### src/rtl/cws_pkg.sv
package cws_pkg;
    typedef enum logic [1:0] {
        PH_IN   = 2'd0,
        PH_GO   = 2'd1,
        PH_WAIT = 2'd2,
        PH_OUT  = 2'd3
    } phase_e;

    localparam logic [1:0] MODE_ENC = 2'd1;
    localparam logic [1:0] MODE_DEC = 2'd3;
endpackage

### src/rtl/cws_fsm.sv
module cws_fsm
    import cws_pkg::*;
#(
    parameter int WORDS = 4,
    localparam int CNT_W = (WORDS > 1) ? $clog2(WORDS) : 1
) (
    input  logic             clk,
    input  logic             rst_n,
    input  logic             en,
    input  logic             wr_valid,
    input  logic             rd_strobe,
    input  logic             core_done,
    output phase_e           phase,
    output logic [CNT_W-1:0] cnt,
    output logic             wr_take,
    output logic             rd_take,
    output logic             done_take,
    output logic             core_start,
    output logic             gap
);
    phase_e           nxt;
    logic [CNT_W-1:0] cnt_n;
    logic             last;

    assign last = (cnt == CNT_W'(WORDS - 1));

    // accept strobes
    always_comb begin
        wr_take    = en && (phase == PH_IN)   && wr_valid;
        rd_take    = en && (phase == PH_OUT)  && rd_strobe;
        done_take  = en && (phase == PH_WAIT) && core_done;
        core_start = en && (phase == PH_GO);
    end

    // next-state logic
    always_comb begin
        nxt   = phase;
        cnt_n = cnt;
        unique case (phase)
            PH_IN: begin
                if (wr_take) begin
                    if (last) begin
                        nxt   = PH_GO;
                        cnt_n = '0;
                    end else begin
                        cnt_n = CNT_W'(cnt + 1'b1);
                    end
                end
            end
            PH_GO:   nxt = PH_WAIT;
            PH_WAIT: if (done_take) nxt = PH_OUT;
            PH_OUT: begin
                if (rd_take) begin
                    if (last) begin
                        nxt   = PH_IN;
                        cnt_n = '0;
                    end else begin
                        cnt_n = CNT_W'(cnt + 1'b1);
                    end
                end
            end
            default: nxt = PH_IN;
        endcase
    end

    // state register
    always_ff @(posedge clk or negedge rst_n) begin
        if (!rst_n) begin
            phase <= PH_IN;
            cnt   <= '0;
            gap   <= 1'b0;
        end else if (!en) begin
            phase <= PH_IN;
            cnt   <= '0;
            gap   <= 1'b0;
        end else begin
            phase <= nxt;
            cnt   <= cnt_n;
            gap   <= wr_take || rd_take;
        end
    end

    a_r2_start_single: assert property (@(posedge clk) disable iff (!rst_n)
        core_start |=> !core_start);
    a_r2_start_after_fill: assert property (@(posedge clk) disable iff (!rst_n)
        (wr_take && last) |=> (core_start || !en));
    a_r4_wrap_to_input: assert property (@(posedge clk) disable iff (!rst_n)
        (rd_take && last) |=> (phase == PH_IN && cnt == '0));
    a_r8_abort_clears: assert property (@(posedge clk) disable iff (!rst_n)
        !en |=> (phase == PH_IN && cnt == '0));
endmodule

### src/rtl/cws_pack.sv
module cws_pack #(
    parameter int WORD_W = 32,
    parameter int WORDS  = 4,
    localparam int BLK_W = WORD_W * WORDS,
    localparam int CNT_W = (WORDS > 1) ? $clog2(WORDS) : 1
) (
    input  logic              clk,
    input  logic              rst_n,
    input  logic              wr_take,
    input  logic [CNT_W-1:0]  cnt,
    input  logic [WORD_W-1:0] wr_data,
    output logic [BLK_W-1:0]  blk
);
    // slot g holds the g-th word written; slot 0 lands at the top of the block
    for (genvar g = 0; g < WORDS; g++) begin : g_slot
        logic [WORD_W-1:0] slot;
        always_ff @(posedge clk or negedge rst_n) begin
            if (!rst_n)                                   slot <= '0;
            else if (wr_take && cnt == CNT_W'(g))         slot <= wr_data;
        end
        assign blk[BLK_W-1-g*WORD_W -: WORD_W] = slot;
    end
endmodule

### src/rtl/cws_unpack.sv
module cws_unpack #(
    parameter int WORD_W = 32,
    parameter int WORDS  = 4,
    localparam int BLK_W = WORD_W * WORDS,
    localparam int CNT_W = (WORDS > 1) ? $clog2(WORDS) : 1
) (
    input  logic              clk,
    input  logic              rst_n,
    input  logic              load,
    input  logic [BLK_W-1:0]  core_out,
    input  logic [CNT_W-1:0]  cnt,
    input  logic              valid,
    output logic [WORD_W-1:0] rd_data
);
    logic [BLK_W-1:0]  res;
    logic [WORD_W-1:0] w [WORDS];

    always_ff @(posedge clk or negedge rst_n) begin
        if (!rst_n)    res <= '0;
        else if (load) res <= core_out;
    end

    for (genvar g = 0; g < WORDS; g++) begin : g_word
        assign w[g] = res[BLK_W-1-g*WORD_W -: WORD_W];
    end

    always_comb begin
        rd_data = '0;
        if (valid) rd_data = w[cnt];
    end
endmodule

### src/rtl/cipher_word_seq.sv
module cipher_word_seq
    import cws_pkg::*;
#(
    parameter int WORD_W = 32,
    parameter int WORDS  = 4,
    localparam int BLK_W = WORD_W * WORDS,
    localparam int CNT_W = (WORDS > 1) ? $clog2(WORDS) : 1
) (
    input  logic              clk,
    input  logic              rst_n,
    input  logic              en,
    input  logic [1:0]        mode,
    input  logic              dma_in_en,
    input  logic              dma_out_en,
    input  logic              wr_valid,
    input  logic [WORD_W-1:0] wr_data,
    input  logic              rd_strobe,
    output logic [WORD_W-1:0] rd_data,
    output logic              req_wr,
    output logic              req_rd,
    output logic              core_start,
    output logic [BLK_W-1:0]  core_in,
    input  logic              core_done,
    input  logic [BLK_W-1:0]  core_out
);
    phase_e           phase;
    logic [CNT_W-1:0] cnt;
    logic             wr_take, rd_take, done_take, gap;
    logic             mode_ok;

    cws_fsm #(.WORDS(WORDS)) u_fsm (
        .clk(clk), .rst_n(rst_n), .en(en),
        .wr_valid(wr_valid), .rd_strobe(rd_strobe), .core_done(core_done),
        .phase(phase), .cnt(cnt),
        .wr_take(wr_take), .rd_take(rd_take), .done_take(done_take),
        .core_start(core_start), .gap(gap)
    );

    cws_pack #(.WORD_W(WORD_W), .WORDS(WORDS)) u_pack (
        .clk(clk), .rst_n(rst_n), .wr_take(wr_take), .cnt(cnt),
        .wr_data(wr_data), .blk(core_in)
    );

    cws_unpack #(.WORD_W(WORD_W), .WORDS(WORDS)) u_unpack (
        .clk(clk), .rst_n(rst_n), .load(done_take), .core_out(core_out),
        .cnt(cnt), .valid(phase == PH_OUT), .rd_data(rd_data)
    );

    // request generation: mode gate, phase gate, one-cycle gap after each access
    always_comb begin
        mode_ok = en && (mode == MODE_ENC || mode == MODE_DEC);
        req_wr  = mode_ok && dma_in_en  && (phase == PH_IN)  && !gap;
        req_rd  = mode_ok && dma_out_en && (phase == PH_OUT) && !gap;
    end

    a_r5_req_exclusive: assert property (@(posedge clk) disable iff (!rst_n)
        $onehot0({req_wr, req_rd}));
    a_r7_mode_blocks_req: assert property (@(posedge clk) disable iff (!rst_n)
        (mode == 2'd2 || mode == 2'd0) |-> (!req_wr && !req_rd));
    a_r6_gap_after_write: assert property (@(posedge clk) disable iff (!rst_n)
        wr_take |=> !req_wr);
    a_r6_gap_after_read: assert property (@(posedge clk) disable iff (!rst_n)
        rd_take |=> !req_rd);
    a_r8_idle_when_off: assert property (@(posedge clk) disable iff (!rst_n)
        !en |-> (!req_wr && !req_rd && !core_start));
endmodule

### config.mk
export PLATFORM = sky130hd
export DESIGN_NAME = cipher_word_seq
export DESIGN_NICKNAME = d
export VERILOG_FILES = /design/src/rtl/cws_pkg.sv /design/src/rtl/cws_fsm.sv /design/src/rtl/cws_pack.sv /design/src/rtl/cws_unpack.sv /design/src/rtl/cipher_word_seq.sv
export SDC_FILE = /design/constraint.sdc
export NUM_CORES = 1
export LEC_CHECK = 0
export ABC_AREA = 1
export BUFFER_PORTS_ARGS = -buffer_cell sky130_fd_sc_hd__buf_2
export CAP_MARGIN = 20
export CORE_ASPECT_RATIO = 0.7
export CORE_MARGIN = 1
export CORE_UTILIZATION = 27
export DETAILED_ROUTE_END_ITERATION = 8
export PLACE_DENSITY_LB_ADDON = 0.08
export RECOVER_POWER = 50
export SLEW_MARGIN = 10
export SYNTH_ARGS = -nofsm -noshare
export SYNTH_HDL_FRONTEND = slang
export SYNTH_HIERARCHICAL = 1
export SYNTH_SLANG_ARGS = --single-unit
### constraint.sdc
create_clock -name clk -period 1.9 [get_ports clk]
set_input_delay 0.095 -clock clk [delete_from_list [all_inputs] [get_ports clk]]
set_output_delay 0.095 -clock clk [all_outputs]
set_load 0.1 [all_outputs]
### Word-level counts from Yosys, hierarchy flattened

Index checks and enable logic that the tools add are counted.

| operators by class | value |
|---|---|
| $add $sub $neg | 1 |
| $mul | 0 |
| divide/modulo/power cells | 0 |
| magnitude comparators | 1 |
| equality and inequality tests | 14 |
| shift-type cells | 0 |
| muxes and demuxes | 17 |
| bitwise logic cells | 1 |
| reductions and logical operators | 25 |

Operators with widths:

| kind | number |
|---|---|
| two-way mux 32 bit | 3 |
| binary-select mux 32 bit (select 2 bit) | 1 |
| two-way mux 2 bit | 10 |
| logical AND 1 bit | 18 |
| equality test 2 bit (second input constant) | 5 |
| inequality test 3 bit (second input constant) | 3 |
| one-hot mux 2 bit (4 select lines) | 1 |
| equality test 2 x 1 -> 1 bit (second input constant) | 3 |
| inequality test 3 x 2 -> 1 bit (second input constant) | 2 |
| AND reduction 5 bit | 1 |
| logical NOT 2 bit | 2 |
| one-hot mux 2 bit (2 select lines) | 1 |
| greater-or-equal comparator 3 bit (second input constant) | 1 |
| inequality test 3 x 1 -> 1 bit (second input constant) | 1 |
| inverter 2 -> 3 bit | 1 |
| AND reduction 3 bit | 1 |
| adder 2 x 1 -> 2 bit (second input constant) | 1 |
| logical OR 1 bit | 2 |
| logical NOT 1 bit | 1 |
| two-way mux 1 bit | 1 |

| storage, ports and cells | value |
|---|---|
| flip-flop bits (word level) | 261 |
| bits in latches | 0 |
| memory bits (writable) | 0 |
| ROM bits | 0 |
| bits of input ports | 170 |
| output and inout port bits | 163 |
| logic and storage cells | 67 |
| memories kept | 0 |

### Longest topological paths before layout

| logic depth | value |
|---|---|
| depth after elaboration | 6 |
| gate-level depth with buffers | 10 |
| gate-level depth less buffers | 8 |

### Hierarchy

Netlist, hierarchy kept.

By module, submodules not included:

| module | instances | cells each | area an instance (um^2) | sequential area each (um^2) |
|---|---|---|---|---|
| cws_unpack | 1 | 790 | 6339.8 | 3203.1 |
| cws_pack | 1 | 569 | 5188.7 | 3203.1 |
| cws_fsm | 1 | 52 | 376.6 | 125.1 |
| cipher_word_seq | 1 | 10 | 41.3 | 0.0 |

### Worst setup path after synthesis

Ideal clock, no wire load.

| timing | value |
|---|---|
| kind | reg2out |
| start | reg u_fsm.cnt[1] |
| end | out rd_data[19] |
| data arrival time | 2.449 ns |
| data required time | 1.805 ns |
| setup slack | -0.644 ns |
| cell stages (with the launch flop) | 5 |
| buffers on the path | 2 |
| cell sequence | dfrtp_1 > buf_2 > buf_1 > nand3_1 > a21oi_1 |

| on the way | value |
|---|---|
| longest elaborated chain between the ends | 5 |

RTL lines:

| what | line | source |
|---|---|---|
| from (decl) | cws_fsm.sv:14 | `output logic [CNT_W-1:0] cnt,` |
| from (signal assigned) | cws_fsm.sv:78 | `cnt <= cnt_n;` |
| inverter 2 -> 3 bit (not written as such) | cws_unpack.sv:29 | `if (valid) rd_data = w[cnt];` |
| binary-select mux 32 bit (select 2 bit) | cws_unpack.sv:29 |  |
| two-way mux 32 bit (not written as such) (2 in a row) | cws_unpack.sv:29 |  |
| two-way mux 32 bit | cws_unpack.sv:29 |  |
| to (decl) | cipher_word_seq.sv:18 | `output logic [WORD_W-1:0] rd_data,` |

Every way passes these cells. The select of a mux whose other input is x is not followed.

### Final worst setup path

| timing | value |
|---|---|
| start | reg u_fsm.cnt[0] |
| end | out rd_data[5] |

The elaborated chain is that of the path after synthesis.

==> impl_metrics.json <==
{
  "violations": "negative setup slack",
  "start_util": 0.2737,
  "slew-limit-headroom": 0.1347,
  "ant_nets": 0,
  "maxSlewViolCount": 0,
  "antenna_found_initial": 1,
  "synth_nets": 1595,
  "rsz0062_at_grt": "yes",
  "critical_path.max_fanout": 17,
  "worst_pin_slew_ns": 1.298,
  "whs_ns": 0.2573,
  "h-tree-depth": 1,
  "die-area_um2": 45090,
  "dp_slack_ns": 0.1817,
  "power_leakage_nw": 9.317,
  "cts_tree": "yes",
  "pin_count": 333,
  "startpoint_type": "register",
  "hold_path_class": "input pin to register",
  "final.setup.tns_ns": -5.619,
  "p_sw_frac": 0.5432,
  "finalSetupViolations": 32,
  "p_per_area_nw_per_um2": 1923,
  "power.switching_w": 0.01944,
  "critical-path-max-stage-delay_ns": 0.50,
  "p_int_w": 0.01635,
  "clk_pin_slew_ns": 0.06,
  "fin_skew_ns": 0.02659,
  "clock_sinks": 261,
  "dp_cells": 2291,
  "grt_overflow": 0,
  "portBuffers": 331,
  "utilization": 0.4265,
  "finalHoldViolations": 0,
  "die_h_um": 178.0,
  "ir_drop_mv": 1.477,
  "critPathKind": "register to output pin",
  "cts_buffer_depth": 3,
  "drtIter0Drc": 787,
  "grt_pass1_wl_mm": 65.81,
  "dr_total_vias": 11420,
  "cap_violations": 0,
  "status": "complete, but fails checks",
  "core_um2": 43640,
  "wire_per_inst_um": 17.69,
  "fin_crit_sh": 1.116,
  "root_buffer": "clkbuf_16",
  "pwr-share-comb": 0.585,
  "grt_pass1_vias": 11220,
  "drive_gt1_frac": 0.3266,
  "cp.required_ns": 1.80,
  "numCtsBuffers": 30,
  "diodes": 0,
  "drc": 0,
  "cp_common_cell": "buf_12",
  "die_w_um": 253.4,
  "gp_congestion": 0.7449,
  "fin_ws_ns": -0.2213,
  "seqPwrFrac": 0.253,
  "syn_avg_cell_area_um2": 8.410,
  "min_period_ns": 2.121,
  "grt_max_degree": 67,
  "nets": 2092,
  "crit_slowest_cell": "dfrtp_4",
  "fmax_mhz": 471.4,
  "area_delta_synth_final_pct": 55.87,
  "cp.arrival_ns": 2.03,
  "synthesis.instances": 1420,
  "rows": 64,
  "cp-end-kind": "output pin",
  "clockPowerShare": 0.161,
  "detail_route.first_pass.iterations": 5,
  "worstPathCellList": "buf_12 > buf_16 > nand2_1 > nand3_1 > a21oi_4 > buf_12",
  "routed_via_density": 4.511,
  "dpl.hpwl_mm": 27.46,
  "final_common_cell": "nand2_1",
  "syn_area_um2": 11940,
  "final_cells": 2532,
  "layout_common_cells": "nand2_1 (469), dfrtp_1 (259), buf_2 (253)",
  "wirelength_mm": 44.79,
  "grt_use_total": 0.1890,
  "worstSkewPairLatency_ns": 0.58,
  "yosysWarnings": 6
}
[area by class of cell]
cell class | count | area, um^2
fill | 4357 | 25030
inverter | 147 | 570.5
clock inverter | 6 | 63.81
multi-input combinational | 911 | 4888
timing repair buffer | 566 | 4905
sequential | 261 | 6539
clock buffer | 47 | 905.9
tap | 594 | 743.2
[layer usage]
metal,share of wire,GRT usage
met3,0.043,0.02816
met1,0.46,0.2639
met4,0.023,0.04571
met2,0.47,0.3061
met5,0.00036,0
[worst max-delay path: cells and delay by family (launching register included)]
family	cells	cell delay (ns)
compound gates	1	0.20
buf+inv	3	0.52
flops	1	0.50
simple gates	2	0.19
[flip-flops by register name (all words and copies together) (netlist names)]
register,cells
u_fsm/phase,2
u_fsm/cnt,2
u_pack/g_slot.slot,128
u_unpack/res,128
u_fsm/gap,1
[through the flow]
stage / area (um^2) / total power [W]
2_1_floorplan: 12180 / 0.02367
3_3_place_gp: 15180 / 0.02825
3_5_place_dp: 15180 / 0.02835
4_1_cts: 18100 / 0.03526
5_1_grt: 18620 / 0.03783
6_report: 18620 / 0.03580
[power by group through the flow]
stage	registers (W)	logic (W)	clock network, W
6_report	0.00907	0.0209	0.00578
5_1_grt	0.00935	0.0223	0.00621
4_1_cts	0.00905	0.0202	0.00603
3_5_place_dp	0.00916	0.0192	0
3_3_place_gp	0.00915	0.0191	0
2_1_floorplan	0.0170	0.00662	0
[final timing paths]
kind | slack [ns] | cells past startpoint | endpoint | startpoint
setup / recovery | -0.22 | 6 | rd_data[5] | u_fsm/cnt[0]
hold / removal | 0.26 | 4 | u_unpack/res[99] | core_out[99]
setup reg to reg | 0.01 | 7 | u_unpack/res[25] | u_fsm/phase[1]
hold reg to reg | 0.47 | 2 | u_pack/g_slot[2].slot[17] | u_pack/g_slot[2].slot[17]
max in group asynchronous | 0.34 | 3 | u_pack/g_slot[3].slot[8] | rst_n
min in group asynchronous | 0.36 | 2 | u_unpack/res[110] | rst_n
[what timing repair did]
action | in CTS | in global routing
buffers inserted | 5 | 3
pin swaps | 18 | 24
cloned | 4 | 11
hold buffers | 165 | 0
endpoints found under the hold margin | 522 | 0
resized for setup | 33 | 72
setup endpoints to repair | 34 | 150
Power figures use the tool's default switching activity.
